### config.mk
export PLATFORM = sky130hd
export DESIGN_NAME = prec_gated_mult
export DESIGN_NICKNAME = d
export VERILOG_FILES = /design/src/rtl/pgm_pkg.sv /design/src/rtl/pgm_prec_dec.sv /design/src/rtl/pgm_row_stage.sv /design/src/rtl/pgm_out_sel.sv /design/src/rtl/prec_gated_mult.sv
export SDC_FILE = /design/constraint.sdc
export NUM_CORES = 2
export LEC_CHECK = 0
export ABC_CLOCK_PERIOD_IN_PS = 6990
export BUFFER_PORTS_ARGS = -buffer_cell sky130_fd_sc_hd__buf_2
export CAP_MARGIN = 20
export CORE_AREA = 2 2 434 436
export DETAILED_ROUTE_END_ITERATION = 8
export DIE_AREA = 0 0 436 438
export SYNTH_ARGS = -nofsm -noshare
export SYNTH_HDL_FRONTEND = slang
export SYNTH_HIERARCHICAL = 1
export SYNTH_SLANG_ARGS = --single-unit
export TNS_END_PERCENT = 5
### constraint.sdc
create_clock -name clk -period 6.99 [get_ports clk]
set_input_delay 0.699 -clock clk [delete_from_list [all_inputs] [get_ports clk]]
set_output_delay 0.699 -clock clk [all_outputs]
set_load 0.005 [all_outputs]
### src/rtl/pgm_pkg.sv
package pgm_pkg;

  // Map a requested precision onto the supported range 1..w.
  function automatic int clamp_prec(input int raw, input int w);
    if (raw < 1) return 1;
    if (raw > w) return w;
    return raw;
  endfunction

endpackage

### src/rtl/pgm_prec_dec.sv
module pgm_prec_dec #(
  parameter int W  = 16,
  parameter int PW = $clog2(W + 1)
) (
  input  logic [PW-1:0] prec_raw,
  output logic [PW-1:0] prec_eff,
  output logic [W-1:0]  stage_on,
  output logic [W-1:0]  op_mask
);
  import pgm_pkg::*;

  always_comb begin
    prec_eff = PW'(clamp_prec(int'(prec_raw), W));
    for (int s = 0; s < W; s++) begin
      stage_on[s] = (s < int'(prec_eff));
      op_mask[s]  = (s < int'(prec_eff));
    end
  end

endmodule

### src/rtl/pgm_row_stage.sv
module pgm_row_stage #(
  parameter int W  = 16,
  parameter int PW = $clog2(W + 1),
  parameter int S  = 0
) (
  input  logic            clk,
  input  logic            rst_n,
  input  logic            adv,
  input  logic            on,
  input  logic [PW-1:0]   pe,
  input  logic [2*W-1:0]  acc_i,
  input  logic [W-1:0]    x_i,
  input  logic [W-1:0]    y_i,
  input  logic            v_i,
  output logic [2*W-1:0]  acc_o,
  output logic [W-1:0]    x_o,
  output logic [W-1:0]    y_o,
  output logic            v_o
);
  localparam int AW = 2 * W;

  logic [AW-1:0] acc_r, acc_d, acc_en;
  logic [W-1:0]  x_r, x_en;
  logic [W-1:0]  y_r, y_en;
  logic          v_r;

  // Row S of the array: the multiplicand shifted by S, if multiplier bit S is set.
  always_comb begin
    acc_d = acc_i + (y_i[S] ? ({{W{1'b0}}, x_i} << S) : '0);
    // Sum of rows 0..S with p-bit operands fits in p+S+1 bits.
    for (int j = 0; j < AW; j++)
      acc_en[j] = on && (j < int'(pe) + S + 1);
    // The multiplicand is carried on only if a later stage is active.
    for (int j = 0; j < W; j++)
      x_en[j] = on && (j < int'(pe)) && (S + 1 < int'(pe));
    // Multiplier bit j is carried only until stage j, and only if j < p.
    for (int j = 0; j < W; j++)
      y_en[j] = on && (j > S) && (j < int'(pe));
  end

  always_ff @(posedge clk or negedge rst_n) begin
    if (!rst_n) begin
      acc_r <= '0;
      x_r   <= '0;
      y_r   <= '0;
      v_r   <= 1'b0;
    end else if (adv) begin
      for (int j = 0; j < AW; j++)
        if (acc_en[j]) acc_r[j] <= acc_d[j];
      for (int j = 0; j < W; j++)
        if (x_en[j]) x_r[j] <= x_i[j];
      for (int j = 0; j < W; j++)
        if (y_en[j]) y_r[j] <= y_i[j];
      v_r <= on ? v_i : 1'b0;
    end
  end

  // Frozen bits may hold values from an earlier setting: mask them on read.
  assign acc_o = acc_r & acc_en;
  assign x_o   = x_r & x_en;
  assign y_o   = y_r & y_en;
  assign v_o   = v_r;

endmodule

### src/rtl/pgm_out_sel.sv
module pgm_out_sel #(
  parameter int W  = 16,
  parameter int PW = $clog2(W + 1)
) (
  input  logic [PW-1:0]          pe,
  input  logic [W-1:0][2*W-1:0]  acc_all,
  input  logic [W-1:0]           v_all,
  output logic [2*W-1:0]         product,
  output logic                   valid
);
  logic [PW-1:0] idx;

  always_comb begin
    idx     = pe - PW'(1);
    product = acc_all[idx];
    valid   = v_all[idx];
  end

endmodule

### src/rtl/prec_gated_mult.sv
module prec_gated_mult #(
  parameter int W = 16
) (
  input  logic                     clk,
  input  logic                     rst_n,
  input  logic [$clog2(W+1)-1:0]   prec,
  input  logic                     in_valid,
  output logic                     in_ready,
  input  logic [W-1:0]             in_a,
  input  logic [W-1:0]             in_b,
  output logic                     out_valid,
  input  logic                     out_ready,
  output logic [2*W-1:0]           out_product
);
  localparam int PW = $clog2(W + 1);
  localparam int AW = 2 * W;

  logic [PW-1:0]        pe;
  logic [W-1:0]         stage_on;
  logic [W-1:0]         op_mask;
  logic                 adv;
  logic [W:0][AW-1:0]   acc_l;
  logic [W:0][W-1:0]    x_l;
  logic [W:0][W-1:0]    y_l;
  logic [W:0]           v_l;
  logic                 unused_tail;

  pgm_prec_dec #(.W(W), .PW(PW)) u_dec (
    .prec_raw (prec),
    .prec_eff (pe),
    .stage_on (stage_on),
    .op_mask  (op_mask)
  );

  // A product that is not taken freezes every stage.
  assign adv      = !out_valid || out_ready;
  assign in_ready = adv;

  assign acc_l[0] = '0;
  assign x_l[0]   = in_a & op_mask;
  assign y_l[0]   = in_b & op_mask;
  assign v_l[0]   = in_valid;

  for (genvar s = 0; s < W; s++) begin : g_stage
    pgm_row_stage #(.W(W), .PW(PW), .S(s)) u_row (
      .clk   (clk),
      .rst_n (rst_n),
      .adv   (adv),
      .on    (stage_on[s]),
      .pe    (pe),
      .acc_i (acc_l[s]),
      .x_i   (x_l[s]),
      .y_i   (y_l[s]),
      .v_i   (v_l[s]),
      .acc_o (acc_l[s+1]),
      .x_o   (x_l[s+1]),
      .y_o   (y_l[s+1]),
      .v_o   (v_l[s+1])
    );
  end

  assign unused_tail = ^{x_l[W], y_l[W]};

  pgm_out_sel #(.W(W), .PW(PW)) u_sel (
    .pe      (pe),
    .acc_all (acc_l[W:1]),
    .v_all   (v_l[W:1]),
    .product (out_product),
    .valid   (out_valid)
  );

endmodule

Word-level counts from Yosys, hierarchy flattened
Cells that the tools add are included.

cells by class
  $add $sub $neg = 46
  bitwise operators = 48
  order comparisons = 531
  reduce and logical (&&, ||, !) cells = 1,716
  muxes and demuxes = 43

operators by type and width
  operator               number
  $lt 6x32->1 const A    256
  $lt 5x32->1 const A    128
  $lt 4x32->1 const A    64
  $reduce_and 2->1       857
  $lt 3x32->1 const A    32
  $logic_and 1x1->1      857
  $and 16x16->16         32
  $and 32x32->32         16
  $lt 1x32->1 const A    16
  $lt 2x32->1 const A    16
  $add 32x2->32 const B  15
  $add 32x32->32         15
  $bmux 32 s4            1
  $add 5x4->6 const B    8
  $lt 4x5->1 const A     8
  $mux 32                1
  $mux 31                1
  $mux 30                1
  $mux 29                1
  $mux 28                1
  $mux 27                1
  $mux 26                1
  $mux 25                1
  $add 5x3->6 const B    4
  other kinds (23)       51

storage, ports and cells
  flip-flop bits (word level) = 888
  logic and storage cells = 3,272

Logic depth before layout (Yosys ltp)
  word-level depth = 12
  gate-level depth with buffers = 23

Hierarchy
Netlist, hierarchy kept.

modules (own cells, without submodules)
  module                              area each (um^2)  instances  sequential area each (um^2)  cells each
  pgm_row_stage at g_stage[0].u_row   5,054.8           1          1,601.5                      596
  pgm_row_stage at g_stage[4].u_row   4,807.1           1          1,501.4                      560
  pgm_row_stage at g_stage[1].u_row   4,723.3           1          1,576.5                      552
  pgm_row_stage at g_stage[5].u_row   4,664.5           1          1,476.4                      559
  pgm_row_stage at g_stage[3].u_row   4,631.9           1          1,526.5                      552
  pgm_row_stage at g_stage[2].u_row   4,601.9           1          1,551.5                      522
  pgm_row_stage at g_stage[6].u_row   4,516.8           1          1,451.4                      543
  pgm_row_stage at g_stage[8].u_row   4,289.1           1          1,401.3                      488
  pgm_out_sel                         4,231.6           1          0.0                          329
  pgm_row_stage at g_stage[9].u_row   4,225.3           1          1,376.3                      482
  pgm_row_stage at g_stage[12].u_row  4,166.5           1          1,301.2                      470
  pgm_row_stage at g_stage[10].u_row  4,129.0           1          1,351.3                      471
  pgm_row_stage at g_stage[11].u_row  4,081.4           1          1,326.3                      453
  pgm_row_stage at g_stage[13].u_row  4,073.9           1          1,276.2                      449
  +5 rows                             --                --         --                           --

Worst setup path before layout
No wires, ideal clock.

  path type = input port to flip-flop
  start = in prec[4]
  end = reg g_stage[11].u_row.acc_r[24]
  slack = -703 ps
  setup time = 69 ps
  required time = 6,921 ps
  stages = 18
  path buffers = 6
  data arrival time = 7,624 ps
  cells stage by stage = buf_2 -> nor2b_1 -> inv_1 -> ha_1 -> buf_2 -> buf_2 -> buf_1 -> mux4_2 -> o21ai_0 -> nand3_1 -> nand2b_1 -> buf_2 -> and2_1 -> buf_2 -> and3_1 -> o21ai_1 -> or4b_1 -> nand3_1

on the way
  word-level cells in the longest chain between the ends = 11
  elaborated cells on any way between the ends = 116

ends and longest elaborated chain
  item                            line                   text
  start, declared                 prec_gated_mult.sv:6   input logic [$clog2(W+1)-1:0] prec,
  $gt 5x5->1                      pgm_pkg.sv:6           if (raw > w) return w;
  $mux 1 (2 in series)            pgm_pkg.sv:6
  $mux 5                          pgm_pkg.sv:7           return raw;
  $mux 5 *                        pgm_pkg.sv:6
  via pe[1]                       prec_gated_mult.sv:18  logic [PW-1:0] pe;
  $sub 5x1->5 *                   pgm_out_sel.sv:14      idx = pe - PW'(1);
  $bmux 1 s4 *                    pgm_out_sel.sv:16      valid = v_all[idx];
  $mux 1 (implied by the code) *  pgm_out_sel.sv:16
  via out_valid                   prec_gated_mult.sv:11  output logic out_valid,
  $logic_not 1->1 *               prec_gated_mult.sv:36  assign adv = !out_valid || out_ready;
  $logic_or 1x1->1 *              prec_gated_mult.sv:36
  via in_ready                    prec_gated_mult.sv:8   output logic in_ready,
  $reduce_and 2->1 (no line) *    --
  end signal, assigned by index   pgm_row_stage.sv:49    if (acc_en[j]) acc_r[j] <= acc_d[j];
  end, declared                   pgm_row_stage.sv:22    logic [AW-1:0] acc_r, acc_d, acc_en;

Mark *: on every way through the listed nets, which the timed path passes. The rest lies on a longest branch. The select of a mux whose other input is x is not followed.
A chain may end at the register's enable or synchronous reset.

Final worst setup path
  start = in prec[4]
  end = out out_product[4]

on the way
  elaborated cells on any way between the ends = 106

RTL lines
  item                                      line                        text
  $lt 5x1->1 or $gt 5x5->1 (tied branches)  pgm_pkg.sv:5, pgm_pkg.sv:6
  $mux 1 (on tied branches)                 pgm_pkg.sv:5, pgm_pkg.sv:6
  $mux 5 or $mux 1 (tied branches)          pgm_pkg.sv:6
  $mux 5                                    pgm_pkg.sv:7
  $mux 5 *                                  pgm_pkg.sv:6
  $lt 1x5->1 *                              --
  via op_mask[1]                            prec_gated_mult.sv:20       logic [W-1:0] op_mask;
  $logic_and 1x1->1 *                       pgm_row_stage.sv:32         acc_en[j] = on && (j < int'(pe) + S + 1);
  $and 32x32->32 *                          pgm_row_stage.sv:59         assign acc_o = acc_r & acc_en;
  $bmux 32 s4 *                             pgm_out_sel.sv:15           product = acc_all[idx];
  $mux 32 (implied by the code) *           pgm_out_sel.sv:15
  end, declared                             prec_gated_mult.sv:13       output logic [2*W-1:0] out_product

Marked as above.

==> results.json <==
{
  "status": "completed",
  "port_buffers": 74,
  "layout.nets": 8527,
  "die_h_um": 438,
  "cts_setup_buffers": 0,
  "syn-instance-count": 8149,
  "cts_root_buf": "clkbuf_16",
  "grt_pass1_vias": 62300,
  "hold_class": "input port to flip-flop",
  "drv_slew": 0,
  "gp_congestion": 1.01,
  "initial_core_util": 0.387,
  "cts_resized": 0,
  "clkTransAtPathRegs_ns": 0.05,
  "crit_fanout": 46,
  "grt_first_pass_wirelength_um": 435000,
  "die_w_um": 436,
  "hold_violations": 0,
  "grt_max_degree": 158,
  "cp.required_ns": 6.29,
  "clk_latency_ns": 0.80,
  "rsz0062_at_grt": "no",
  "vdd_ir_drop_max_mv": 0.211,
  "finalSetupTns_ns": 0,
  "endpoint_kind": "output port",
  "antenna_found_initial": 16,
  "drive_gt1_frac": 0.167,
  "grt_usage": 0.306,
  "dr.pass1.iters": 6,
  "coreArea_mm2": 0.187,
  "postRouteAntennaNets": 0,
  "maxCapViolations": 0,
  "finalCriticalPeriod_ns": 6.29,
  "setup.worst_path.class": "input port to output port",
  "cts_hold_buf": 1,
  "post-route-util": 0.428,
  "vias": 66200,
  "fillerInstances": 18600,
  "tightest_slew_ns": 1.19,
  "wl_per_cell_um": 28.1,
  "arrival_ns": 5.59,
  "clockBufferDepth": 3,
  "grt_overflow_total": 0,
  "htreeDepth": 3,
  "start_kind": "input port",
  "fin_crit_sh": 0.900,
  "initialDrtViolationCount": 7411,
  "fmax_ghz": 0.159,
  "cts_tree": "yes",
  "holdWs_ns": 0.193,
  "io_pins": 75,
  "die_area_mm2": 0.191,
  "dpl.hpwl_um": 238000,
  "slew_headroom": 0.201,
  "setup_ws_ns": 0.696,
  "core.rowCount": 159,
  "clock-sinks": 888,
  "routed_wl_um": 302000,
  "syn_avg_cell_area_um2": 8.87,
  "netlist_area_mm2": 0.0723,
  "setup_violations": 0,
  "vias_per_cell": 6.15,
  "p_leak_nw": 38.1,
  "synth_warnings": 6,
  "cts_buffers": 112,
  "power_density_mw_per_mm2": 201,
  "fin_skew_ns": 0.0479,
  "drc": 0,
  "syn2layout_area_growth_pct": 10.6,
  "place_ws_ns": 0.854
}
[flip-flops by register name (all words and copies together) (netlist names)]
name,cells
g_stage.u_row/y_r,120
g_stage.u_row/v_o,16
g_stage.u_row/acc_r,512
g_stage.u_row/x_r,240
[layer usage]
metal | part of all wire | track usage | vias to the layer above | routed length [um]
met5 | 0.00020 | 0 | - | 60
met4 | 0.078 | 0.203 | 10 | 23700
met3 | 0.083 | 0.0504 | 703 | 25000
met2 | 0.43 | 0.462 | 3102 | 130000
met1 | 0.41 | 0.405 | 32800 | 123000
li1 | - | - | 29600 | -
[path summary, 6_finish.rpt]
| path | from | end | slack (ns) | cells after the start |
|---|---|---|---|---|
| setup / recovery | prec[4] | out_product[4] | 0.70 | 14 |
| hold / removal | in_valid | g_stage[0].u_row/v_o$_DFFE_PN0P_ | 0.19 | 3 |
| setup reg to reg | g_stage[0].u_row/v_o$_DFFE_PN0P_ | g_stage[11].u_row/acc_r[24]$_DFFE_PN0P_ | 3.25 | 9 |
| hold reg to reg | g_stage[7].u_row/acc_r[14]$_DFFE_PN0P_ | g_stage[7].u_row/acc_r[14]$_DFFE_PN0P_ | 0.47 | 1 |
| max in group asynchronous | rst_n | g_stage[1].u_row/acc_r[12]$_DFFE_PN0P_ | 4.84 | 4 |
| min in group asynchronous | rst_n | g_stage[15].u_row/acc_r[30]$_DFFE_PN0P_ | 0.46 | 2 |
[stage by stage]
step	total power, W	std cells	area (um2)
floorplan	0.00809	8226	72600
global placement	0.00939	10500	75700
detailed placement	0.00944	10500	75700
CTS	0.0161	10800	79900
global route	0.0166	10800	79900
finish	0.0161	10800	79900
[layout by cell type (no fill, tap or decap), types with 29 or more instances in the layout]
cell type and count:
buf_2 72, a21oi_1 540, conb_1 79, a21o_1 127, or3_1 31, a31oi_1 136, nor3_1 77, and3_1 393
inv_1 207, o21ai_0 442, nand2_1 860, buf_4 152, a22oi_2 29, mux2_1 43, clkbuf_16 114, o21ai_1 68
nand3_1 236, nand4_1 60, o31ai_1 83, dfrtp_1 888, a211oi_1 37, ha_1 309, mux2_2 532, nor2b_1 107
nor2_1 465, nor3b_1 41, xnor2_1 152, o21bai_1 34, mux4_2 132, o211ai_1 76, and2_1 625, o21a_1 90
o211a_1 57, nand2b_1 72, xor2_1 118
[critical path, stage by stage]
cell and delay (ns):
buf_8 0.18, or4_4 0.53, o21ai_4 0.28, buf_12 0.32
buf_12 0.35, or2_1 0.44, nor2_1 0.14, nor2b_1 0.51
o211ai_1 0.30, and4_1 0.31, mux4_2 0.48, a22oi_2 0.34
nand3_1 0.36, buf_2 0.24
[where the power goes]
| group | switching [W] | internal (W) | total (W) |
|---|---|---|---|
| Clock | 0.00262 | 0.00401 | 0.00663 |
| Sequential | 0.000254 | 0.00559 | 0.00584 |
| Combinational | 0.00241 | 0.00122 | 0.00363 |
| Total | 0.00528 | 0.0108 | 0.0161 |
[area by class of cell]
| cell class | instances | area [um2] | area share |
|---|---|---|---|
| multi-input cells | 6702 | 47600 | 0.596 |
| flip-flops and latches | 888 | 22200 | 0.278 |
| clock buffers | 151 | 3260 | 0.0408 |
| well taps | 2495 | 3120 | 0.0391 |
| repair buffers | 247 | 1940 | 0.0243 |
| clock inverters | 62 | 915 | 0.0114 |
| inverters | 209 | 785 | 0.00982 |
| diodes | 7 | 17.5 | 0.000219 |
No activity file was read; power rests on OpenSTA's default activity.
